$ cat src/rtl/cfg_seq_pkg.sv
package cfg_seq_pkg;

    typedef enum logic [2:0] {
        ST_PWRUP,
        ST_INIT,
        ST_LOAD,
        ST_START,
        ST_OPER
    } seq_state_e;

    typedef struct packed {
        logic init_n;
        logic hdc;
        logic ldc_n;
        logic done;
        logic core_rst;
        logic io_en;
        logic dout_en;
    } pin_set_t;

    localparam logic [23:0] SYNC_WORD = 24'h5A3C96;
    localparam int SU_CYCLES = 3;

    function automatic int max3(input int a, input int b, input int c);
        int m;
        m = (a > b) ? a : b;
        return (m > c) ? m : c;
    endfunction

    // Output levels per phase; start-up phase split by first/last cycle
    function automatic pin_set_t pins_for(input seq_state_e s,
                                          input logic su_first,
                                          input logic su_last);
        pin_set_t p;
        p = '{init_n: 1'b0, hdc: 1'b1, ldc_n: 1'b0, done: 1'b0,
              core_rst: 1'b1, io_en: 1'b0, dout_en: 1'b0};
        case (s)
            ST_LOAD: begin
                p.init_n  = 1'b1;
                p.dout_en = 1'b1;
            end
            ST_START: begin
                p.init_n   = 1'b1;
                p.hdc      = 1'b0;
                p.ldc_n    = 1'b1;
                p.core_rst = su_first;
                p.done     = su_last;
            end
            ST_OPER: begin
                p.init_n   = 1'b1;
                p.hdc      = 1'b0;
                p.ldc_n    = 1'b1;
                p.core_rst = 1'b0;
                p.done     = 1'b1;
                p.io_en    = 1'b1;
            end
            default: ;
        endcase
        return p;
    endfunction

endpackage

$ cat src/rtl/cfg_seq_delay.sv
module cfg_seq_delay #(
    parameter int CNT_W = 5
) (
    input  logic             clk,
    input  logic             rst,
    input  logic             clear,
    input  logic             run,
    output logic [CNT_W-1:0] cnt
);

    always_ff @(posedge clk) begin
        if (rst || clear)
            cnt <= '0;
        else if (run)
            cnt <= cnt + 1'b1;
    end

endmodule

$ cat src/rtl/cfg_seq_len.sv
module cfg_seq_len
    import cfg_seq_pkg::*;
#(
    parameter int WORD_W = 24
) (
    input  logic              clk,
    input  logic              rst,
    input  logic              active,
    input  logic              word_valid,
    input  logic [WORD_W-1:0] word,
    input  logic              end_strobe,
    output logic              len_done
);

    logic [WORD_W-1:0] cyc_cnt;
    logic [WORD_W-1:0] len_q;
    logic              sync_seen;
    logic              len_ok;
    logic              hit_q;
    logic              eof_q;

    always_ff @(posedge clk) begin
        if (rst || !active) begin
            cyc_cnt   <= '0;
            len_q     <= '0;
            sync_seen <= 1'b0;
            len_ok    <= 1'b0;
            hit_q     <= 1'b0;
            eof_q     <= 1'b0;
        end else begin
            cyc_cnt <= cyc_cnt + 1'b1;
            if (word_valid && !sync_seen && word == WORD_W'(SYNC_WORD))
                sync_seen <= 1'b1;
            else if (word_valid && sync_seen && !len_ok) begin
                len_q  <= word;
                len_ok <= 1'b1;
            end
            if (len_ok && cyc_cnt == len_q)
                hit_q <= 1'b1;
            if (end_strobe)
                eof_q <= 1'b1;
        end
    end

    assign len_done = hit_q && eof_q;

    AST_CNT_CLEARED: assert property (@(posedge clk) disable iff (rst)
        $rose(active) |-> cyc_cnt == '0);
    AST_CNT_STEP: assert property (@(posedge clk) disable iff (rst)
        (active && $past(active)) |-> cyc_cnt == $past(cyc_cnt) + 1'b1);
    AST_DONE_NEEDS_LEN: assert property (@(posedge clk) disable iff (rst)
        $rose(len_done) |-> len_ok);

endmodule

$ cat src/rtl/cfg_seq_top.sv
module cfg_seq_top
    import cfg_seq_pkg::*;
#(
    parameter int PWR_CYCLES  = 16,
    parameter int INIT_CYCLES = 4,
    parameter int MASTER_EXT  = 8,
    parameter int WORD_W      = 24
) (
    input  logic              clk,
    input  logic              rst,
    input  logic              rst_req_n,
    input  logic              prog_n,
    input  logic              init_hold_n,
    input  logic              master_sel,
    input  logic              bit_err,
    input  logic              cfg_valid,
    input  logic [WORD_W-1:0] cfg_word,
    input  logic              cfg_end,
    input  logic              ser_in,
    output logic              init_n,
    output logic              hdc,
    output logic              ldc_n,
    output logic              done,
    output logic              dout,
    output logic              core_rst,
    output logic              io_en
);

    localparam int DLY_MAX = max3(PWR_CYCLES, INIT_CYCLES + MASTER_EXT, SU_CYCLES);
    localparam int DLY_W   = $clog2(DLY_MAX + 1);

    seq_state_e        st, nxt;
    logic [DLY_W-1:0]  dly_cnt;
    logic [DLY_W-1:0]  init_last;
    logic              hold;
    logic              any_req_low;
    logic              len_done;
    logic              su_first, su_last;
    pin_set_t          pins;

    assign any_req_low = !rst_req_n || !prog_n || !init_hold_n;
    assign init_last   = master_sel ? DLY_W'(INIT_CYCLES + MASTER_EXT - 1)
                                    : DLY_W'(INIT_CYCLES - 1);
    assign su_first    = (dly_cnt == '0);
    assign su_last     = (dly_cnt == DLY_W'(SU_CYCLES - 1));

    always_comb begin
        nxt  = st;
        hold = 1'b0;
        case (st)
            ST_PWRUP: if (dly_cnt == DLY_W'(PWR_CYCLES - 1)) nxt = ST_INIT;
            ST_INIT: begin
                if (any_req_low)             hold = 1'b1;
                else if (dly_cnt == init_last) nxt = ST_LOAD;
            end
            ST_LOAD: begin
                if (any_req_low || bit_err) nxt = ST_INIT;
                else if (len_done)          nxt = ST_START;
            end
            ST_START: begin
                if (!prog_n)     nxt = ST_INIT;
                else if (su_last) nxt = ST_OPER;
            end
            ST_OPER: if (!prog_n) nxt = ST_INIT;
            default: nxt = ST_PWRUP;
        endcase
    end

    always_ff @(posedge clk) begin
        if (rst) st <= ST_PWRUP;
        else     st <= nxt;
    end

    cfg_seq_delay #(.CNT_W(DLY_W)) u_delay (
        .clk   (clk),
        .rst   (rst),
        .clear (hold || (nxt != st)),
        .run   (st != ST_OPER),
        .cnt   (dly_cnt)
    );

    cfg_seq_len #(.WORD_W(WORD_W)) u_len (
        .clk        (clk),
        .rst        (rst),
        .active     (st == ST_LOAD),
        .word_valid (cfg_valid),
        .word       (cfg_word),
        .end_strobe (cfg_end),
        .len_done   (len_done)
    );

    assign pins     = pins_for(st, su_first, su_last);
    assign init_n   = pins.init_n;
    assign hdc      = pins.hdc;
    assign ldc_n    = pins.ldc_n;
    assign done     = pins.done;
    assign core_rst = pins.core_rst;
    assign io_en    = pins.io_en;
    assign dout     = pins.dout_en & ser_in;

    AST_INIT_HOLD: assert property (@(posedge clk) disable iff (rst)
        (st == ST_INIT && any_req_low) |=> st == ST_INIT);
    AST_LOAD_ABORT: assert property (@(posedge clk) disable iff (rst)
        (st == ST_LOAD && bit_err) |=> st == ST_INIT);
    AST_EXIT_NEEDS_BOTH: assert property (@(posedge clk) disable iff (rst)
        (st == ST_START && $past(st) == ST_LOAD) |-> $past(len_done));
    AST_DONE_AFTER_RELEASE: assert property (@(posedge clk) disable iff (rst)
        $rose(done) |-> (!core_rst && $past(!core_rst)));
    AST_IO_NEEDS_DONE: assert property (@(posedge clk) disable iff (rst)
        io_en |-> done);
    AST_PROG_RESTART: assert property (@(posedge clk) disable iff (rst)
        ((st == ST_START || st == ST_OPER) && !prog_n) |=> st == ST_INIT);

endmodule

$ cat config.mk
export PLATFORM = sky130hd
export DESIGN_NAME = cfg_seq_top
export DESIGN_NICKNAME = d
export VERILOG_FILES = /design/src/rtl/cfg_seq_pkg.sv /design/src/rtl/cfg_seq_delay.sv /design/src/rtl/cfg_seq_len.sv /design/src/rtl/cfg_seq_top.sv
export SDC_FILE = /design/constraint.sdc
export NUM_CORES = 1
export LEC_CHECK = 0
export ABC_CLOCK_PERIOD_IN_PS = 2300
export BUFFER_PORTS_ARGS = -buffer_cell sky130_fd_sc_hd__buf_2
export CAP_MARGIN = 20
export CORE_ASPECT_RATIO = 1.5
export CORE_MARGIN = 2
export CORE_UTILIZATION = 60
export CTS_BUF_LIST = sky130_fd_sc_hd__clkbuf_2
export DETAILED_ROUTE_END_ITERATION = 10
export PLACE_DENSITY = 0.83
export SYNTH_ARGS = -nofsm -noshare
export SYNTH_HDL_FRONTEND = slang
export SYNTH_SLANG_ARGS = --single-unit
$ cat constraint.sdc
create_clock -name clk -period 2.3 [get_ports clk]
set_clock_uncertainty 0.2 [all_clocks]
set_input_delay 0.115 -clock clk [delete_from_list [all_inputs] [get_ports clk]]
set_output_delay 0.115 -clock clk [all_outputs]
set_load 0.01 [all_outputs]
# Yosys cells after proc, flatten, opt, wreduce, memory -nomap -nowiden
# Cells that the tools add are included.
# word_totals
regBits,60
# op_classes
add_sub_neg,2
eq_ne,11
muxes,16
n_bitwise,2
n_reduce_logical,22
# op_table
cell,n
"adder 24 x 1 -> 24 bit, second input constant",1
"equality test 24 x 23 -> 1 bit, second input constant",1
equality test 24 bit,1
2-to-1 mux 3 bit,8
case mux 3 bit (5 select lines),1
case mux 4 bit (2 select lines),1
"equality test 3 x 2 -> 1 bit, second input constant",2
logical AND 1 bit,6
zero test 1 bit,6
logical OR 1 bit,6
"adder 5 x 1 -> 5 bit, second input constant",1
"equality test 5 x 2 -> 1 bit, second input constant",1
equality test 5 x 4 -> 1 bit,1
"equality test 5 x 4 -> 1 bit, second input constant",1
zero test 5 bit,1
2-to-1 mux 1 bit,5
2-to-1 mux 4 bit,1
"equality test 3 x 1 -> 1 bit, second input constant",1
"equality test 3 bit, second input constant",1
zero test 3 bit,1
!= test 3 bit,1
"!= test 3 bit, second input constant",1
OR reduction 3 bit,1
AND reduction 2 bit,1
2 further kinds,2

# Depth between registers and ports, before layout
# Gate-level depths: netlist (run 1).
# logic_depth
depth_word,9
mapped_depth,7
depth_no_buf,7

# Hierarchy
# A second synthesis (run 1) with hierarchy kept.
# unflattened
hier_cells,359
hier_area_um2,3005.4
# modules_own_cells
mod,n_inst,cells_each,area_per_inst_um2,seq_area_each_um2
cfg_seq_len,1,285,2384.8,1041.0
cfg_seq_top,1,51,381.6,60.1
cfg_seq_delay,1,23,239.0,100.1

# Worst setup path after synthesis (run 1)
# No wires, ideal clock.
# synth_timing
path_kind,flip-flop to flip-flop
startpoint,register u_delay.cnt[1]
endpoint,register u_delay.cnt[0]
setup_time_ps,147
t_arrival_ps,1534
t_required_ps,1953
slack_ps,419
path_stages_with_launch,8
n_path_buf,0
synth_period_minus_slack_ps,1881
path_cell_list,dfxtp_1 ha_1 and3_1 ha_1 nand2b_1 a21o_1 a32oi_1 a211oi_1
# synth_between
elab_chain_len,7
word_cells_on_any_way,12
cone_classes,eq/ne (4); mux (6); reduce/logical (2)
# synth_lines
element,line,rtl
"start, declared",cfg_seq_delay.sv:8,output logic [CNT_W-1:0] cnt
"start signal, assigned",cfg_seq_delay.sv:15,cnt <= cnt + 1'b1;
equality test 5 x 2 -> 1 bit or equality test 5 x 4 -> 1 bit (tied branches),"cfg_seq_top.sv:45, cfg_seq_top.sv:54",
2-to-1 mux 3 bit (on tied branches),"cfg_seq_top.sv:62, cfg_seq_top.sv:54",
2-to-1 mux 3 bit (on tied branches),"cfg_seq_top.sv:61, cfg_seq_top.sv:53",
case mux 3 bit (5 select lines) *,cfg_seq_top.sv:50,case (st)
!= test 3 bit *,cfg_seq_top.sv:77,".clear (hold || (nxt != st)),"
logical OR 1 bit *,cfg_seq_top.sv:77,
logical OR 1 bit *,cfg_seq_delay.sv:12,if (rst || clear)
# Every way passes the cells marked *; elsewhere a longest branch is shown, timed or not.
# A chain may end at the register's enable or synchronous reset.

# Worst setup path in the final report (run 1)
# layout_timing
startpoint,register u_delay.cnt[0]
endpoint,register st[1]
# layout_between
elab_chain_len,4
word_cells_on_any_way,9
cone_classes,eq/ne (3); mux (6)
# layout_lines
element,line,rtl
equality test 5 x 2 -> 1 bit or equality test 5 x 4 -> 1 bit (tied branches),"cfg_seq_top.sv:45, cfg_seq_top.sv:54",
2-to-1 mux 3 bit (on tied branches),"cfg_seq_top.sv:62, cfg_seq_top.sv:54",
2-to-1 mux 3 bit (on tied branches),"cfg_seq_top.sv:61, cfg_seq_top.sv:53",
case mux 3 bit (5 select lines) *,cfg_seq_top.sv:50,
"end signal, assigned",cfg_seq_top.sv:71,else st <= nxt;
"end, declared",cfg_seq_top.sv:32,"seq_state_e st, nxt;"
# Marks and branches as above.

==> run metrics, run 1 <==
Mapped Nets=414; startpoint types=flip-flop; CP max stage delay=580 ps; worst setup path start=u_delay.cnt[0]$_SDFFE_PP0P_; setup bufs post-CTS=0; Synth Warn #=0; CTS tree=done; unique cell type count in the Yosys netlist=51; Die X=62.3 um; sequential share of power=61.8%; # H-tree levels=3; RR Endpoint=st[1]$_SDFF_PP0_; clock-pin slew on the worst setup and hold paths=170 ps; gr ovfl total=0; Slowest cell on crit path=dlygate4sd3_1; clock sinks=60; Final WS setup=99.5 ps; number of global-route vias before repair=3157; P&R area growth vs syn=26.5%; LEAKAGE=0.00150 uW; via count=3176; Yosys top cell area share=39.3%; first-pass GRT wire length=14500 um; Post-synth EDFFs=0; fin crit share=95.7%; drt total wl=9030 um; Core Footprint=4890 sq um; num rows=31; die area=5700 sq um; num ports=41; f_max=0.454 GHz; fin cells=531; Mean Syn Cell Area=8.15 sq um; # DRC=0; unrepaired setup endpoints after global routing=true; NetSw=444 uW; VDD IR max=0.370 mV; required time worst endpoint=2480 ps; flop-to-flop setup slack=100 ps; CTS root buffer=clkbuf_2; Max Cap Violations=0; R2R cell count=7; Final setup viols=0; worst-path cell chain=inv_1 > ha_1 > nor4b_4 > o32ai_1 > dlygate4sd3_1 > a2bb2oi_1 > nor3_1; Cell Pwr Density=440 nW/um^2; input/output buffers=40; power share of the clock group=30.6%; critical path type=reg2reg; via-per-instance ratio=5.98; Gate power share=7.6%; Mapped Cells=375; internal power=1260 uW; largest net degree at the start of global routing=50; post-route ant nets=0; hold_ws=85.4 ps; Wirelength per Cell=17.0 um; 1st-pass router iterations=5; DPL Wire Length=5180 um; relative slew slack=68.5%; die height=91.4 um; synth cell count leaders=66 x nand2_1, 60 x dfxtp_1, 39 x a21oi_1; CP arrival=2380 ps; switching part of the total power=26.1%; status=complete, no violations; #FFs+latches synth=60; Critical Path End=st[1]$_SDFF_PP0_; Final Hold Vio Count=0; Worst Hold Class=in2reg; All-Layer GR Usage=32.8%; initial antenna violation count=2; Post-Syn Area=3060 sq um; most frequent cell after synthesis=nand2_1; setup TNS=0 ps; DP Worst Slack=209 ps; Main synth FF type=dfxtp_1; Iter 0 DRT Violations=220; clk_lat worst skew=500 ps; nets@finish=497; share of cells above drive strength 1=16.4%; Area contributors post-synth=dfxtp_1 39%, xor2_1 9.2%, nand2_1 8.1%, a21oi_1 6.4%, nor2_1 2.5%; RePlAce Congestion=0.856; measured slew at the worst slew-check pin=473 ps; post-layout minimum cycle time=2200 ps; CTS Buf Count=9; Clock Tree Buf Depth=2; sequential area share after synthesis=39.3%; crit path max fanout=5; post-synthesis async set-or-reset flop share=0%; reg-to-reg critical path startpoint=u_delay.cnt[0]$_SDFFE_PP0P_; Placed Cells incl. Taps=469; Initial Utilization=62.6%; largest area contributor in the netlist=dfxtp_1; Slew Limit Fails=0; Worst setup EP type=flip-flop
## per-layer routing
metal	part of all wire (%)	global-route usage (%)	up-vias
met3	4.9	6.44	48
met2	54	60.9	141
met4	6.3	25.0	0
li1	-	-	1499
met5	0	0	-
met1	35	31.3	1488
## worst min path at each step
stage	from	end	slack, ps	depth (start not counted)
after floorplan	cfg_end	u_len.eof_q$_SDFFE_PP0P_	30	2
after global placement	cfg_end	u_len.eof_q$_SDFFE_PP0P_	130	3
after detailed placement	cfg_end	u_len.eof_q$_SDFFE_PP0P_	140	3
after CTS	rst_req_n	st[0]$_SDFF_PP0_	60	5
after global routing	init_hold_n	st[1]$_SDFF_PP0_	80	5
final	init_hold_n	u_delay.cnt[1]$_SDFFE_PP0P_	90	6
## sequential cells by signal, indices dropped and copies added, names as in the netlist
register / cells
u_len.cyc_cnt: 24
u_len.len_ok: 1
u_len.len_q: 24
u_len.sync_seen: 1
st: 3
u_len.hit_q: 1
u_delay.cnt: 5
u_len.eof_q: 1
## power by group through the flow
stage                     combinational [uW]  clock, uW  sequential [uW]
after CTS                                117        522             1050
after global routing                     139        569             1050
after detailed placement                76.8          0             1070
final                                    129        521             1050
after global placement                  73.8          0             1070
after floorplan                         34.1          0             1070
## logic make-up after synthesis
family	after synthesis	share of synthesized area (%)
simple gates	167	28.6
compound gates	79	16.0
flops	60	39.3
xor+xnor	35	10.0
buf+inv	29	4.05
fa+ha+maj	5	2.05
## final cells by class
| cell class | count | area, sq um |
|---|---|---|
| clock buffer | 10 | 50.0 |
| antenna | 2 | 5.00 |
| inverter | 8 | 30.0 |
| fill | 335 | 1020 |
| clock inverter | 6 | 31.3 |
| tap | 66 | 82.6 |
| timing repair buffer | 93 | 721 |
| sequential | 60 | 1200 |
| multi-input combinational | 286 | 1740 |
## cells in the final DEF (no fill, tap or decap), types with 4 or more instances in the layout
cell type,count
a211oi_1,7
a21oi_1,39
and3_1,5
buf_2,40
buf_4,8
clkbuf_2,10
clkinv_2,4
dfxtp_1,57
dlygate4sd3_1,44
ha_1,5
inv_1,7
nand2_1,66
nand2b_1,4
nand3_1,13
nand4_1,8
nor2_1,20
nor4_1,8
o21ai_0,6
o31ai_1,9
or3_1,7
or4_1,8
xor2_1,32
## worst max-delay path, delay by kind of cell (launching register included)
kind / cells / cell delay (ps)
AOI/OAI and AO/OA: 2 / 300
adders and majority gates: 1 / 170
buffers and inverters: 2 / 680
DFF: 1 / 370
and+or+nand+nor: 2 / 370
## timing repair
item	CTS	global route
resized for setup	1	4
hold buffers	44	0
endpoints found under the setup margin	4	6
endpoints found under the hold margin	36	0
## metrics by stage
| step | cell area (sq um) | util (%) | power, uW |
|---|---|---|---|
| floorplan | 3060 | - | 1110 |
| global placement | 3330 | 68.1 | 1150 |
| detailed placement | 3330 | 68.1 | 1150 |
| CTS | 3850 | 78.8 | 1690 |
| global route | 3870 | 79.2 | 1760 |
| finish | 3870 | 79.2 | 1700 |
(Power assumes the default switching activity.)
==> inputs of run 2 (changes only) <==
--- a/config.mk
+++ b/config.mk
@@ -6,7 +6,7 @@
 export NUM_CORES = 1
 export LEC_CHECK = 0
 export ABC_CLOCK_PERIOD_IN_PS = 2300
-export BUFFER_PORTS_ARGS = -buffer_cell sky130_fd_sc_hd__buf_2
+export BUFFER_PORTS_ARGS = -buffer_cell sky130_fd_sc_hd__buf_4
 export CAP_MARGIN = 20
 export CORE_ASPECT_RATIO = 1.5
 export CORE_MARGIN = 2
==> run metrics, run 2 (synthesis gave the netlist of run 1 again) <==
Final Hold Vio Count=0 (unchanged); reg-to-reg critical path startpoint=u_delay.cnt[0]$_SDFFE_PP0P_; fillcell total=318 (-5.1%); RePlAce Congestion=0.916 (+7.1%); Wirelength per Cell=16.9 um (-0.51%); num rows=31 (unchanged); CTS root buffer=clkbuf_2; post-route total power=1700 uW (-0.28%); input/output buffers=40 (unchanged); Ant. Diodes=0 (-2); Worst setup EP type=flip-flop; worst-path cell chain=inv_1 > ha_1 > nor4b_4 > o32ai_1 > dlygate4sd3_1 > a2bb2oi_1 > nor3_1; All-Layer GR Usage=32.2% (-0.63 points); post-layout minimum cycle time=2180 ps (-17.2 ps); clock sinks=60 (unchanged); fin crit share=94.9% (-0.75 points); Die X=62.3 um (unchanged); flop-to-flop setup slack=120 ps (+20 ps); nets@finish=495 (-0.40%); clock-pin slew on the worst setup and hold paths=150 ps (-20 ps); Iter 0 DRT Violations=236 (+7.3%); R2R cell count=7 (unchanged); via count=3192 (+0.50%); WP buf/inv=2 (unchanged); 1st-pass router iterations=5 (unchanged); CTS tree=done; CTS Buf Count=9 (unchanged); Storage cell area=1200 sq um (-0.21%); initial antenna violation count=0 (-2); Hold Crit Depth=5 (-1); setup TNS=0 ps (unchanged); hold_ws=106 ps (+20.9 ps); share of cells above drive strength 1=15.6% (-0.80 points); top cell family by delay on the critical path=buffers and inverters; DPL Wire Length=5330 um (+2.8%); Largest regs=u_len.cyc_cnt x24, u_len.len_q x24, u_delay.cnt x5; startpoint types=flip-flop; RR Endpoint=st[1]$_SDFF_PP0_; Worst Hold Class=in2reg; gr ovfl total=0 (unchanged); unrepaired setup endpoints after global routing=true; die height=91.4 um (unchanged); relative slew slack=70.1% (+1.7 points); Slew Limit Fails=0 (unchanged); # H-tree levels=3 (unchanged); VDD IR max=0.344 mV (-7.0%); first-pass GRT wire length=14500 um (unchanged); crit path max fanout=4 (-1); Core Footprint=4890 sq um (unchanged); final core occ=80.5% (+1.4 points); Hold Startpoint=init_hold_n; most common cell after layout, fill and taps aside=nand2_1; f_max=0.458 GHz (+0.79%); largest net degree at the start of global routing=50 (unchanged); num ports=41 (unchanged); Max Cap Violations=0 (unchanged); drt total wl=8910 um (-1.3%); # DRC=0 (unchanged); Final setup viols=0 (unchanged); post-route ant nets=0 (unchanged); required time worst endpoint=2460 ps (-20 ps); P&R area growth vs syn=28.7%; LEAKAGE=0.00153 uW (+1.9%); Slowest cell on crit path=dlygate4sd3_1; hold worst-path end=st[1]$_SDFF_PP0_; multi-input logic area=1740 sq um (unchanged); most frequent cells in the layout=66 x nand2_1, 59 x dfxtp_1, 48 x buf_4, 42 x dlygate4sd3_1, 39 x a21oi_1; critical path type=reg2reg; status=complete, no violations; CP max stage delay=590 ps (about the same); measured slew at the worst slew-check pin=448 ps (-24.9 ps); die area=5700 sq um (unchanged); via-per-instance ratio=6.06 (+1.3%); number of global-route vias before repair=3289 (+4.2%); Clock Tree Buf Depth=2 (unchanged); CP arrival=2340 ps (-40 ps); Initial Utilization=62.6% (unchanged); Cell Pwr Density=431 nW/um^2 (-2.0%); clk_lat worst skew=470 ps (-30 ps)
run 2: through the flow:
step / setup WS (ps) / instances / instance area, sq um
after floorplan: 419 / 375 / 3060
after global placement: 269 / 468 / 3420
after detailed placement: 208 / 468 / 3420
after CTS: 6.78 / 526 / 3920
after global routing: -15.8 / 527 / 3940
final: 117 / 527 / 3940
run 2: cell type report:
class / instances / area share (%)
sequential: 60 / 30.5
clock inverter: 4 / 0.413
tap: 66 / 2.10
clock buffer: 12 / 1.53
timing repair buffer: 91 / 20.3
multi-input combinational: 286 / 44.3
inverter: 8 / 0.763
run 2: report_power, final:
group / switching, uW / internal [uW] / total (uW)
clock: 356 / 145 / 501
sequential: 6.49 / 1040 / 1050
combinational: 52.1 / 93.0 / 145
run 2: per-layer routing:
layer	part of all wire, %	up-vias	global-route usage, %	routed length (um)
li1	-	1491	-	-
met1	36	1500	30.6	3170
met2	54	148	61.0	4800
met3	5.3	53	6.32	473
met5	0	-	0	0
met4	5.2	0	22.0	466
run 2: how the worst max path moves through the flow:
stage,end,start,depth (start not counted),slack (ps)
2_1_floorplan,u_delay.cnt[0]$_SDFFE_PP0P_,u_delay.cnt[1]$_SDFFE_PP0P_,7,420
3_3_place_gp,u_delay.cnt[0]$_SDFFE_PP0P_,u_delay.cnt[1]$_SDFFE_PP0P_,7,270
3_5_place_dp,u_delay.cnt[2]$_SDFFE_PP0P_,u_delay.cnt[1]$_SDFFE_PP0P_,7,210
4_1_cts,hdc,st[2]$_SDFF_PP0_,4,7
5_1_grt,st[2]$_SDFF_PP0_,st[0]$_SDFF_PP0_,4,-20
6_report,st[1]$_SDFF_PP0_,u_delay.cnt[0]$_SDFFE_PP0P_,7,120
run 2: timing repair:
| item | in CTS | in global routing |
|---|---|---|
| buffers inserted | 0 | 1 |
| hold buffers | 42 | 0 |
| endpoints found under the setup margin | 0 | 7 |
| resized for setup | 0 | 3 |
| endpoints found under the hold margin | 37 | 0 |
run 2: worst register-to-register path, cell delays in order (launching register included):
cell and delay (ps):
dfxtp_1 360, inv_1 110, ha_1 190, nor4b_4 290, o32ai_1 140, dlygate4sd3_1 590
a2bb2oi_1 160, nor3_1 60
==> inputs of run 3 (changes only) <==
--- a/config.mk
+++ b/config.mk
@@ -13,6 +13,7 @@
 export CORE_UTILIZATION = 60
 export CTS_BUF_LIST = sky130_fd_sc_hd__clkbuf_2
 export DETAILED_ROUTE_END_ITERATION = 10
+export MAX_ROUTING_LAYER = met4
 export PLACE_DENSITY = 0.83
 export SYNTH_ARGS = -nofsm -noshare
 export SYNTH_HDL_FRONTEND = slang
==> run metrics, run 3 (synthesis gave the netlist of run 1 again) <==
Final setup viols=0 (unchanged); via count=3294 (+3.2%); num rows=31 (unchanged); Max Cap Violations=0 (unchanged); Critical Path End=st[1]$_SDFF_PP0_; CP arrival=2380 ps (+40 ps); CTS root buffer=clkbuf_2; Initial Utilization=62.6% (unchanged); status=complete, no violations; # DRC=0 (unchanged); nets@finish=500 (+1.0%); # H-tree levels=3 (unchanged); P&R area growth vs syn=31.1%; post-route ant nets=0 (unchanged); Iter 0 DRT Violations=225 (-4.7%); Clock Tree Buf Depth=2 (unchanged); post-layout minimum cycle time=2200 ps (+18.4 ps); f_max=0.454 GHz (-0.84%); Final Hold Vio Count=0 (unchanged); startpoint types=flip-flop; most common cell after layout, fill and taps aside=nand2_1; reg-to-reg critical path startpoint=u_delay.cnt[1]$_SDFFE_PP0P_; largest net degree at the start of global routing=50 (unchanged); Worst setup EP type=flip-flop; unrepaired setup endpoints after global routing=false; R2R cell count=6 (-1); clk_lat worst skew=500 ps (+30 ps); LEAKAGE=0.00155 uW (+1.0%); clock-pin slew on the worst setup and hold paths=170 ps (+20 ps); measured slew at the worst slew-check pin=498 ps (+50.4 ps); die height=91.4 um (unchanged); gr ovfl total=0 (unchanged); critical path type=reg2reg; share of cells above drive strength 1=16.2% (+0.55 points); All-Layer GR Usage=36.5% (+4.3 points); setup TNS=0 ps (unchanged); Die X=62.3 um (unchanged); 1st-pass router iterations=5 (unchanged); hold_ws=86.6 ps (-19.6 ps); initial antenna violation count=0 (unchanged); required time worst endpoint=2470 ps (about the same); Worst Hold Class=in2reg; input/output buffers=40 (unchanged); CTS tree=done; DPL Wire Length=5500 um (+3.1%); Final Cell Area=4010 sq um (+1.8%); placed cell area=3430 sq um (+0.22%); worst setup path start=u_delay.cnt[1]$_SDFFE_PP0P_; Wirelength per Cell=18.4 um (+8.6%); fin crit share=95.7% (+0.80 points); Largest regs=u_len.cyc_cnt x24, u_len.len_q x24, u_delay.cnt x5; Ant. Diodes=0 (unchanged); via-per-instance ratio=6.22 (+2.6%); RR Endpoint=st[1]$_SDFF_PP0_; num ports=41 (unchanged); CTS Buf Count=9 (unchanged); RePlAce Congestion=0.894 (-2.4%); first-pass GRT wire length=15600 um (+7.4%); Cell Pwr Density=453 nW/um^2 (+5.1%); die area=5700 sq um (unchanged); Core Footprint=4890 sq um (unchanged); VDD IR max=0.526 mV (+53%); most frequent cells in the layout=66 x nand2_1, 57 x dfxtp_1, 49 x buf_4, 46 x dlygate4sd3_1, 39 x a21oi_1; number of global-route vias before repair=3430 (+4.3%); relative slew slack=66.5% (-3.7 points); crit path max fanout=5 (+1); clock sinks=60 (unchanged); drt total wl=9730 um (+9.2%); flop-to-flop setup slack=100 ps (-20 ps); Slew Limit Fails=0 (unchanged)
-- run 3: cell count changes in the layout (fill, tap and decap cells not counted), sizes merged --
| cell | change |
|---|---|
| clkinv | -1 |
| dlygate4sd3 | +4 |
| clkbuf | -2 |
| bufinv | +1 |
| buf | +1 |
-- run 3: power by group --
part	switching, uW	internal [uW]	total [uW]
Combinational	53.7	93.1	147
Clock	382	236	618
Sequential	6.56	1050	1050
-- run 3: repair_timing --
item | CTS | global route
hold endpoints to repair | 37 | 0
gates resized for setup | 2 | 4
hold buffers | 46 | 0
pin swaps | 0 | 0
buffers inserted | 0 | 1
gates cloned | 0 | 0
setup endpoints to repair | 4 | 4
-- run 3: layout make-up --
| cell class | instances | area [sq um] |
|---|---|---|
| Inverter | 8 | 30.0 |
| Tap cell | 66 | 82.6 |
| Fill cell | 323 | 880 |
| Timing Repair Buffer | 96 | 848 |
| Sequential cell | 60 | 1200 |
| Clock buffer | 10 | 50.0 |
| Clock inverter | 4 | 42.5 |
| Multi-Input combinational cell | 286 | 1750 |
-- run 3: worst min-delay path by stage --
stage                      from                  endpoint  slack [ps]  cells past startpoint
floorplan               cfg_end  u_len.eof_q$_SDFFE_PP0P_          30                      2
global placement        cfg_end  u_len.eof_q$_SDFFE_PP0P_         120                      3
detailed placement      cfg_end  u_len.eof_q$_SDFFE_PP0P_         130                      3
CTS                 init_hold_n          st[1]$_SDFF_PP0_          50                      5
global route        init_hold_n          st[1]$_SDFF_PP0_         120                      5
finish              init_hold_n          st[1]$_SDFF_PP0_          90                      5
-- run 3: critical path, cell delays in order (launching register included) --
cell,delay [ps]
dfxtp_1,440
ha_1,200
nor4b_4,320
o32ai_1,120
dlygate4sd3_1,580
a2bb2oi_1,160
nor3_1,60
-- run 3: metal layers --
layer  part of all wire (%)  vias up  GRT usage [%]
li1                       -     1503              -
met2                     53      192           67.0
met4                    8.6        0           31.7
met1                     33     1518           30.5
met5                      0        -              -
met3                    5.9       81           7.56
-- run 3: stage by stage --
stage	setup slack [ps]	utilization [%]	cells	total power, uW
2_1_floorplan	419	-	375	1110
3_3_place_gp	270	70.1	469	1160
3_5_place_dp	220	70.1	469	1170
4_1_cts	83.8	81.6	529	1790
5_1_grt	4.08	82.0	530	1860
6_report	98.4	82.0	530	1820
